===== config.mk =====
export PLATFORM = sky130hd
export DESIGN_NAME = cmd_reg_buffer
export DESIGN_NICKNAME = d
export VERILOG_FILES = /design/src/rtl/cmdbuf_pkg.sv /design/src/rtl/cmdbuf_gate.sv /design/src/rtl/cmdbuf_reg.sv /design/src/rtl/cmdbuf_parity.sv /design/src/rtl/cmd_reg_buffer.sv
export SDC_FILE = /design/constraint.sdc
export NUM_CORES = 1
export LEC_CHECK = 0
export ABC_AREA = 0
export BUFFER_PORTS_ARGS = -buffer_cell sky130_fd_sc_hd__clkbuf_2
export CAP_MARGIN = 0
export CORE_MARGIN = 2
export CORE_UTILIZATION = 43
export CTS_BUF_LIST = sky130_fd_sc_hd__clkbuf_8
export CTS_CLUSTER_DIAMETER = 120
export DETAILED_ROUTE_END_ITERATION = 10
export GPL_ROUTABILITY_DRIVEN = 0
export GPL_TIMING_DRIVEN = 0
export PLACE_DENSITY = 0.81
export SYNTH_ARGS = -nofsm -noshare
export SYNTH_HDL_FRONTEND = slang
export SYNTH_SLANG_ARGS = --single-unit

===== constraint.sdc =====
create_clock -name clk -period 0.9 [get_ports clk]
set_clock_uncertainty 0.15 [all_clocks]
set_input_delay 0.045 -clock clk [delete_from_list [all_inputs] [get_ports clk]]
set_output_delay 0.045 -clock clk [all_outputs]
set_load 0.02 [all_outputs]

===== src/rtl/cmdbuf_pkg.sv =====
// Package: shared sizes for the registered command buffer.
// Assumes: no other package is needed; all modules import from here.
package cmdbuf_pkg;
    localparam int unsigned CMD_W = 27; // width of the command word
    localparam int unsigned SEL_W = 2;  // number of chip-select inputs

    // Returns 1 when the word plus its parity bit has an odd count of ones.
    function automatic logic odd_ones(input logic [CMD_W-1:0] word, input logic pbit);
        return (^word) ^ pbit;
    endfunction
endpackage


===== src/rtl/cmdbuf_gate.sv =====
// Module: decides whether the command word loads on the coming edge.
// Assumes: the selects are active low; when strap is 0 the word always loads.
module cmdbuf_gate #(
    parameter int unsigned SEL_W = 2
) (
    input  logic             strap,
    input  logic [SEL_W-1:0] sel_n,
    output logic             load
);
    // Holds only when the strap is set and no select is active.
    always_comb begin
        load = !(strap && (&sel_n));
    end
endmodule


===== src/rtl/cmdbuf_reg.sv =====
// Module: bank of flops with load enable and asynchronous clear.
// Assumes: the reset value is all zeros; the enable is sampled at the rising edge.
module cmdbuf_reg #(
    parameter int unsigned W = 27
) (
    input  logic         clk,
    input  logic         rst_n,
    input  logic         en,
    input  logic [W-1:0] d,
    output logic [W-1:0] q
);
    // One flop per bit, bit i to bit i; clear at once on reset.
    genvar gi;
    generate
        for (gi = 0; gi < W; gi++) begin : g_bit
            always_ff @(posedge clk or negedge rst_n) begin
                if (!rst_n)  q[gi] <= 1'b0;
                else if (en) q[gi] <= d[gi];
            end
        end
    endgenerate
endmodule


===== src/rtl/cmdbuf_parity.sv =====
// Module: even-parity check, pipelined one edge behind the data load.
// Assumes: 'load' is the same enable that the data register uses, so the
// mismatch stored here belongs to the word held in the data register.
module cmdbuf_parity
    import cmdbuf_pkg::*;
(
    input  logic             clk,
    input  logic             rst_n,
    input  logic             load,
    input  logic [CMD_W-1:0] word,
    input  logic             pbit,
    output logic             err_n
);
    logic odd_q;  // mismatch of the last loaded word
    logic pend_q; // a word was loaded on the previous edge

    // Store the mismatch together with the word load.
    always_ff @(posedge clk or negedge rst_n) begin
        if (!rst_n) begin
            odd_q  <= 1'b0;
            pend_q <= 1'b0;
        end else begin
            pend_q <= load;
            if (load) odd_q <= odd_ones(word, pbit);
        end
    end

    // Publish the result one edge after the load; otherwise hold it.
    always_ff @(posedge clk or negedge rst_n) begin
        if (!rst_n)      err_n <= 1'b1;
        else if (pend_q) err_n <= !odd_q;
    end
endmodule


===== src/rtl/cmd_reg_buffer.sv =====
// Module: top of the registered command buffer with parity check.
// Assumes: rst_n may change at any time with respect to clk; gate_en is static.
module cmd_reg_buffer
    import cmdbuf_pkg::*;
(
    input  logic             clk,
    input  logic             rst_n,
    input  logic             gate_en,
    input  logic             cs0_n,
    input  logic             cs1_n,
    input  logic [CMD_W-1:0] d_in,
    input  logic             par_in,
    output logic [CMD_W-1:0] q_out,
    output logic             q_cs0_n,
    output logic             q_cs1_n,
    output logic             err_n
);
    logic             load;
    logic [SEL_W-1:0] sel_q;

    // Load decision from the strap and the two selects.
    cmdbuf_gate #(.SEL_W(SEL_W)) i_gate (
        .strap (gate_en),
        .sel_n ({cs1_n, cs0_n}),
        .load  (load)
    );

    // The command word, gated by the load decision.
    cmdbuf_reg #(.W(CMD_W)) i_word (
        .clk   (clk),
        .rst_n (rst_n),
        .en    (load),
        .d     (d_in),
        .q     (q_out)
    );

    // The selects, registered on every edge.
    cmdbuf_reg #(.W(SEL_W)) i_sel (
        .clk   (clk),
        .rst_n (rst_n),
        .en    (1'b1),
        .d     ({cs1_n, cs0_n}),
        .q     (sel_q)
    );

    // The parity check, tracking the word register.
    cmdbuf_parity i_par (
        .clk   (clk),
        .rst_n (rst_n),
        .load  (load),
        .word  (d_in),
        .pbit  (par_in),
        .err_n (err_n)
    );

    // Split the registered selects onto their ports.
    always_comb begin
        q_cs0_n = sel_q[0];
        q_cs1_n = sel_q[1];
    end
endmodule


# Word-level counts from Yosys, hierarchy flattened

Cells that the tools add are included.

Flip-flop bits (word level): 32
Input port bits: 33
Output and inout port bits: 30

Bitwise operators: 1
Reductions and logical operators: 5

Operator list:

| kind                | count |
|---|---|
| $reduce_xor A27 Y1  | 1 |
| $logic_not A1 Y1    | 2 |
| $reduce_and A2 Y1   | 1 |
| $logic_and A1 B1 Y1 | 1 |
| $xor A1 B1 Y1       | 1 |

# Depth between registers and ports, before layout

Gate-level depths: netlist of run 1.

Word-level depth: 3
Mapped depth: 5
Mapped depth without buffers: 5

# Hierarchy

From an unflattened synthesis of run 1, not the netlist that was laid out.

Cell total of the unflattened synthesis: 95
Area total of the unflattened synthesis: 1540.2 µm²

Modules (own cells, without submodules):

| module              | times used | cells each | area each (µm²) | seq. area each (µm²) |
|---|---|---|---|---|
| cmdbuf_reg (i_word) | 1          | 57         | 1106.1          | 675.6 |
| cmdbuf_parity       | 1          | 32         | 352.8           | 76.3 |
| cmdbuf_reg (i_sel)  | 1          | 4          | 72.6            | 50.0 |
| cmdbuf_gate         | 1          | 1          | 5.0             | 0.0 |
| cmd_reg_buffer      | 1          | 1          | 3.8             | 0.0 |

# Worst setup path before layout of run 1

Ideal clock, no wire load.

Path kind: in2reg
Start: input port par_in
End: register i_par.odd_q
Library setup time: 0.141 ns
Data arrival time: 0.982 ns
Data required time: 0.609 ns
Setup slack: -0.373 ns
Stages: 5
Path buffers: 0
Cells stage by stage: xnor2_1 xnor2_1 xnor3_1 xnor3_1 a21oi_1

Cells in the longest elaborated chain, start to end: 1

RTL lines:

| element              | RTL line             | RTL |
|---|---|---|
| start, declared      | cmd_reg_buffer.sv:12 | `input logic par_in,` |
| $xor A1 B1 Y1        | cmdbuf_pkg.sv:9      | `return (^word) ^ pbit;` |
| end signal, assigned | cmdbuf_parity.sv:24  | `if (load) odd_q <= odd_ones(word, pbit);` |
| end, declared        | cmdbuf_parity.sv:14  | `logic odd_q;` |

No other way between the ends.
A chain may end at the register's enable or synchronous reset.

# Worst setup path in the final report of run 1

Start: input port d_in[7]
End: register i_par.odd_q

Cells in the longest elaborated chain, start to end: 2

RTL lines:

| element            | RTL line             | RTL |
|---|---|---|
| start, declared    | cmd_reg_buffer.sv:11 | `input logic [CMD_W-1:0] d_in,` |
| $reduce_xor A27 Y1 | cmdbuf_pkg.sv:9      |  |
| $xor A1 B1 Y1      | cmdbuf_pkg.sv:9      |  |

No other way between the ends.

==> impl_metrics.env, run 1 <==
export IMPL_outcome="complete, but fails checks"
export IMPL_violations="hold timing, setup timing"
export IMPL_crit_buf_inv=1
export IMPL_netlist_area_leader_share=0.555
export IMPL_top_layer="met4"
export IMPL_place_ws_ns=-0.561
export IMPL_multi_input_area_um2=642
export IMPL_pwr_share_clk=0.275
export IMPL_finalCritPeriodShare=1.29
export IMPL_relSlewSlack=0.496
export IMPL_power_leakage_nw=0.991
export IMPL_critical_path_max_stage_delay_ns=0.42
export IMPL_setup_viol=59
export IMPL_holdWs_ns=-0.327
export IMPL_track_usage=0.173
export IMPL_drtIter0Drc=7
export IMPL_port_buffers=62
export IMPL_core_rowCount=20
export IMPL_grt_pass1_vias=1014
export IMPL_regArea_um2=836
export IMPL_cts_root_buf="clkbuf_8"
export IMPL_ys_seq_elements=32
export IMPL_post_cts_buffers=0
export IMPL_cp_max_fo=2
export IMPL_critical_path_slowest_cell="xnor3_1"
export IMPL_design_area_um2=2190
export IMPL_cpMostUsedCell="xnor2_1"
export IMPL_p_per_area_nw_per_um2=1810
export IMPL_synthTopCellsByArea="dfrtp_1 (55%), mux2_2 (22%), xnor2_1 (13%)"
export IMPL_pwr_share_seq=0.436
export IMPL_io_pins=63
export IMPL_layout_min_cycle_time_ns=1.16
export IMPL_drt_first_pass_iters=4
export IMPL_synth_largest_area_cell="dfrtp_1"
export IMPL_die_h_um=61.0
export IMPL_synth_cells=92
export IMPL_vias_per_cell=4.70
export IMPL_timing_fmax_mhz=861
export IMPL_cp_data_required_time_ns=0.96
export IMPL_combPwrFrac=0.289
export IMPL_hold_buffers=2
export IMPL_cp_start_kind="input port"
export IMPL_vias=977
export IMPL_end_kind="register"
export IMPL_mostFrequentLayoutCells="clkbuf_2 (29), buf_6 (28), mux2_2 (27), dfrtp_2 (27), xnor2_1 (15)"
export IMPL_tritoncts="yes"
export IMPL_setup_slack_ns=-0.262
export IMPL_grt_overflow_total=0
export IMPL_power_mw=3.95
export IMPL_core_um2=3080
export IMPL_cts_htree_levels=2
export IMPL_internal_power_mw=2.90
export IMPL_slew_violations=0
export IMPL_drc=0
export IMPL_wl_um=2900
export IMPL_numCtsBuffers=5
export IMPL_wl_met2_um=1610
export IMPL_worstPathCellList="clkbuf_2 > xnor2_1 > xnor2_1 > xnor2_1 > xnor3_1 > a21oi_1"
export IMPL_antenna_left=0
export IMPL_fin_nets=196
export IMPL_drive_gt1_frac=0.811
export IMPL_rr_worst_depth=1
export IMPL_placed_cell_area_um2=1850
export IMPL_die_area_um2=3730
export IMPL_antenna_found_initial=0
export IMPL_dp_cells=198
export IMPL_clk_pin_slew_ns=0.06
export IMPL_rsz0062_at_grt="true"
export IMPL_synth_cell_types=13
export IMPL_syn_cell_area_um2=1400
export IMPL_final_hold_viol_count=58
export IMPL_final_common_cell="clkbuf_2"
export IMPL_avgSynthCellArea_um2=15.2
export IMPL_cts_path_max_buffers=2
export IMPL_wl_per_cell_um=14.0
export IMPL_die_x_um=61.0
export IMPL_post_dp_hpwl_um=2090
export IMPL_wl_met3_um=214
export IMPL_clock_latency_ns=0.28
export IMPL_crit_arrival_ns=1.22
export IMPL_grt_max_degree=33
export IMPL_cap_violations=0
export IMPL_ys_warn_count=0
export IMPL_syn_nets=125
export IMPL_crit_type="input port to register"
export IMPL_hp_class="input port to asynchronous set/reset pin"
export IMPL_worstMarginPinSlew_ns=0.757
export IMPL_ir_worst_vdd_mv=0.930
export IMPL_grt_pass1_wl_um=4480
export IMPL_instances_no_fill=208
export IMPL_swShare=0.267
export IMPL_synth_seq_area_share=0.573
export IMPL_met1_length_um=1050
export IMPL_fin_tns_setup_ns=-4.58
export IMPL_crit_family="XOR/XNOR gates"
export IMPL_fillers=237
export IMPL_p_sw_mw=1.06
export IMPL_syn_to_final_growth_pct=56.5
export IMPL_clock_sinks=32
export IMPL_start_util=0.454
export IMPL_antenna_cells=0
export IMPL_cp_depth=6
-- sequential cells by signal (all words and copies together) (netlist names) --
| name | count |
|---|---|
| i_word.q | 27 |
| i_sel.q | 2 |
| i_par.err_n | 1 |
| i_par.odd_q | 1 |
| i_par.pend_q | 1 |
-- through the flow --
stage / util / hold slack [ns]
2_1_floorplan: - / -0.401
3_3_place_gp: 0.600 / -0.00271
3_5_place_dp: 0.600 / 0.0139
4_1_cts: 0.649 / -0.291
5_1_grt: 0.711 / -0.277
6_report: 0.711 / -0.327
-- per-layer routing --
metal  global-route usage  vias up
li1                     -      456
met1                0.186      472
met2                0.310       45
met3               0.0672        4
met4               0.0559        0
met5                    0        -
-- power groups by stage --
stage | sequential, mW | combinational (mW) | clock [mW]
3_3_place_gp | 1.70 | 0.938 | 0
3_5_place_dp | 1.71 | 0.956 | 0
6_report | 1.72 | 1.14 | 1.09
4_1_cts | 1.69 | 1.02 | 1.12
5_1_grt | 1.74 | 1.23 | 1.19
2_1_floorplan | 1.86 | 0.499 | 0
-- cell families after synthesis --
| logic type | share of synthesized area |
|---|---|
| AO/OA/AOI/OAI | 0.00357 |
| XOR/XNOR | 0.182 |
| buffers and inverters | 0.0107 |
| flip-flops | 0.573 |
| multiplexers | 0.225 |
| AND/OR/NAND/NOR | 0.00626 |
-- synth_stat cells --
cell type and n:
dfstp_2 1, xnor2_1 20, inv_1 1, mux2_2 27
mux2i_1 1, dfrtp_1 31, clkbuf_1 3, xnor3_1 2
xnor2_2 1, nand3_1 1, a21oi_1 1, nor2_1 1
xor2_1 2
-- worst paths after layout --
check                                                end  slack [ns]                startpoint
worst max-delay path             i_par.odd_q$_DFFE_PN0N_       -0.26                   d_in[7]
worst min-delay path             i_word.q[9]$_DFFE_PN0N_       -0.33                     rst_n
worst max register to register  i_word.q[23]$_DFFE_PN0N_       -0.05  i_word.q[23]$_DFFE_PN0N_
worst min register to register   i_par.err_n$_DFFE_PN1P_        0.26    i_par.pend_q$_DFF_PN0_
max in group asynchronous        i_word.q[1]$_DFFE_PN0N_        0.39                     rst_n
min in group clk                i_word.q[24]$_DFFE_PN0N_       -0.12                  d_in[24]
-- cell type report --
type | count | share of cell area
Multi-Input combinational cell | 56 | 0.293
Sequential cell | 32 | 0.382
Clock inverter | 2 | 0.00343
Inverter | 1 | 0.00171
Timing Repair Buffer | 64 | 0.247
Tap cell | 44 | 0.0251
Clock buffer | 6 | 0.0377
Buffer | 3 | 0.0103
-- what timing repair did --
action | 4_1_cts | 5_1_grt
hold endpoints to repair | 60 | 58
resized for setup | 8 | 93
pin swaps | 3 | 6
endpoints found under the setup margin | 59 | 59
(Power assumes the default switching activity.)
==> run 2, diff against run 1 <==
--- a/config.mk
+++ b/config.mk
@@ -8,6 +8,7 @@
 export ABC_AREA = 0
 export BUFFER_PORTS_ARGS = -buffer_cell sky130_fd_sc_hd__clkbuf_2
 export CAP_MARGIN = 0
+export CORE_ASPECT_RATIO = 2
 export CORE_MARGIN = 2
 export CORE_UTILIZATION = 43
 export CTS_BUF_LIST = sky130_fd_sc_hd__clkbuf_8
==> run 2 against run 1 <==
Final cell count is 6.3% lower. Total power is 10% higher. Sequential share of layout area is 0.54 points lower. First-iteration DRC count is 43% lower. Critical path type unchanged. Combinational power hardly changed. Die area is 0.74% higher. Flip-flop and latch count stayed put. Sequential power hardly changed. Critical endpoint unchanged. Highest routed layer unchanged. The flow still finishes with violations (hold timing, setup timing). Non-clock buffer count stayed put. Via count is 2.0% lower. Cell area is 1.4% higher. Wire length is 6.9% higher.
==> impl_metrics.env, run 2 (same netlist as run 1, synthesis figures left out) <==
export IMPL_outcome="complete, but fails checks"
export IMPL_violations="hold timing, setup timing"
export IMPL_largest_register="i_word.q"
export IMPL_cp_max_fo=2
export IMPL_wl_per_cell_um=15.9
export IMPL_worstMarginPinSlew_ns=0.786
export IMPL_holdWs_ns=-0.315
export IMPL_numCtsBuffers=5
export IMPL_die_x_um=44.3
export IMPL_antenna_left=0
export IMPL_ir_worst_vdd_mv=1.43
export IMPL_grt_overflow_total=0
export IMPL_hold_buffers=2
export IMPL_clock_latency_ns=0.28
export IMPL_met2_usage=0.286
export IMPL_io_pins=63
export IMPL_largestRegisters="i_word.q x27, i_sel.q x2"
export IMPL_end_kind="register"
export IMPL_top_usage_layer="met2"
export IMPL_vias=957
export IMPL_clock_sinks=32
export IMPL_port_buffers=62
export IMPL_cap_violations=0
export IMPL_syn_to_final_growth_pct=58.8
export IMPL_die_area_um2=3750
export IMPL_power_leakage_nw=1.03
export IMPL_track_usage=0.173
export IMPL_cp_start_kind="input port"
export IMPL_timing_fmax_mhz=867
export IMPL_p_per_area_nw_per_um2=1960
export IMPL_setup_slack_ns=-0.254
export IMPL_crit_type="input port to register"
export IMPL_place_ws_ns=-0.624
export IMPL_pwr_share_clk=0.341
export IMPL_grt_pass1_wl_um=4700
export IMPL_internal_power_mw=3.28
export IMPL_combPwrFrac=0.263
export IMPL_power_mw=4.36
export IMPL_ff2ff_setup_slack_ns=-0.06
export IMPL_core_um2=3160
export IMPL_wl_um=3100
export IMPL_grt_util_met1=0.188
export IMPL_cts_root_buf="clkbuf_8"
export IMPL_swShare=0.249
export IMPL_setup_viol=59
export IMPL_antenna_found_initial=0
export IMPL_cp_data_required_time_ns=0.96
export IMPL_vias_per_cell=4.91
export IMPL_slew_violations=0
export IMPL_post_dp_hpwl_um=2190
export IMPL_relSlewSlack=0.476
export IMPL_use_met3=0.0516
export IMPL_core_rowCount=29
export IMPL_antenna_cells=0
export IMPL_largest_reg_flops=27
export IMPL_tritoncts="yes"
export IMPL_layout_min_cycle_time_ns=1.15
export IMPL_mostFrequentLayoutCells="clkbuf_2 (32), dfrtp_2 (27), buf_6 (26)"
export IMPL_rsz0062_at_grt="true"
export IMPL_drive_gt1_frac=0.817
export IMPL_rr_worst_depth=1
export IMPL_p_sw_mw=1.09
export IMPL_final_hold_viol_count=58
export IMPL_drtIter0Drc=4
export IMPL_cts_htree_levels=2
export IMPL_hp_class="input port to asynchronous set/reset pin"
export IMPL_start_util=0.443
export IMPL_grt_pass1_vias=1020
export IMPL_drc=0
export IMPL_post_cts_buffers=0
export IMPL_grt_max_degree=33
export IMPL_cts_path_max_buffers=2
export IMPL_pwr_share_seq=0.396
export IMPL_drt_first_pass_iters=4
export IMPL_clk_pin_slew_ns=0.07
export IMPL_crit_arrival_ns=1.21
export IMPL_finalCritPeriodShare=1.28
export IMPL_final_common_cell="clkbuf_2"
export IMPL_fin_nets=196
export IMPL_die_h_um=84.7
## run 2: changes by cell type in the layout (fill, tap and decap cells not counted), sizes merged
cell | before | now
clkbuf | 38 | 42
buf | 33 | 30
inv | 3 | 1
bufinv | 0 | 1
## run 2: metal layers
layer | wire length, um | share of wire
met5 | 0 | 0
met4 | 44 | 0.014
met3 | 139 | 0.045
met2 | 1810 | 0.58
met1 | 1110 | 0.36
## run 2: area by class of cell
type	instances	area, um2
inverter	1	3.75
clock inverter	1	30.0
buffer	3	22.5
multi-input combinational	56	661
clock buffer	7	96.3
sequential	32	836
tap	31	38.8
fill	211	936
timing repair buffer	64	533
## run 2: final timing paths
kind / startpoint / endpoint
hold reg to reg: i_par.pend_q$_DFF_PN0_ / i_par.err_n$_DFFE_PN1P_
min in group clk: d_in[14] / i_word.q[14]$_DFFE_PN0N_
hold / removal: rst_n / i_word.q[22]$_DFFE_PN0N_
setup / recovery: d_in[3] / i_par.odd_q$_DFFE_PN0N_
max in group asynchronous: rst_n / i_word.q[10]$_DFFE_PN0N_
setup reg to reg: i_word.q[19]$_DFFE_PN0N_ / i_word.q[19]$_DFFE_PN0N_
## run 2: worst max-delay path: stages
cell	delay, ns
clkbuf_2	0.11
xnor2_2	0.14
xnor2_1	0.18
xnor3_1	0.43
xnor3_1	0.18
a21oi_1	0.13
## run 2: metrics by stage
stage	area (um2)	hold slack, ns	setup TNS (ns)	instances	utilization
after floorplan	1480	-0.401	-2.07	92	-
after global placement	1830	-0.0158	-5.99	185	0.580
after CTS	2030	-0.302	-5.36	195	0.642
after detailed placement	1830	0.0111	-6.57	185	0.580
final	2220	-0.315	-4.78	195	0.704
after global routing	2220	-0.246	-6.06	195	0.704
## run 2: repair_timing
item	4_1_cts	5_1_grt
pin swaps	1	0
endpoints found under the hold margin	60	58
setup endpoints to repair	59	59
resized for setup	10	90
## run 2: power groups by stage
stage	logic [mW]	registers [mW]	clock network, mW
2_1_floorplan	0.499	1.86	0
3_3_place_gp	0.935	1.70	0
3_5_place_dp	0.956	1.72	0
4_1_cts	1.03	1.70	1.54
5_1_grt	1.22	1.74	1.60
6_report	1.15	1.73	1.49
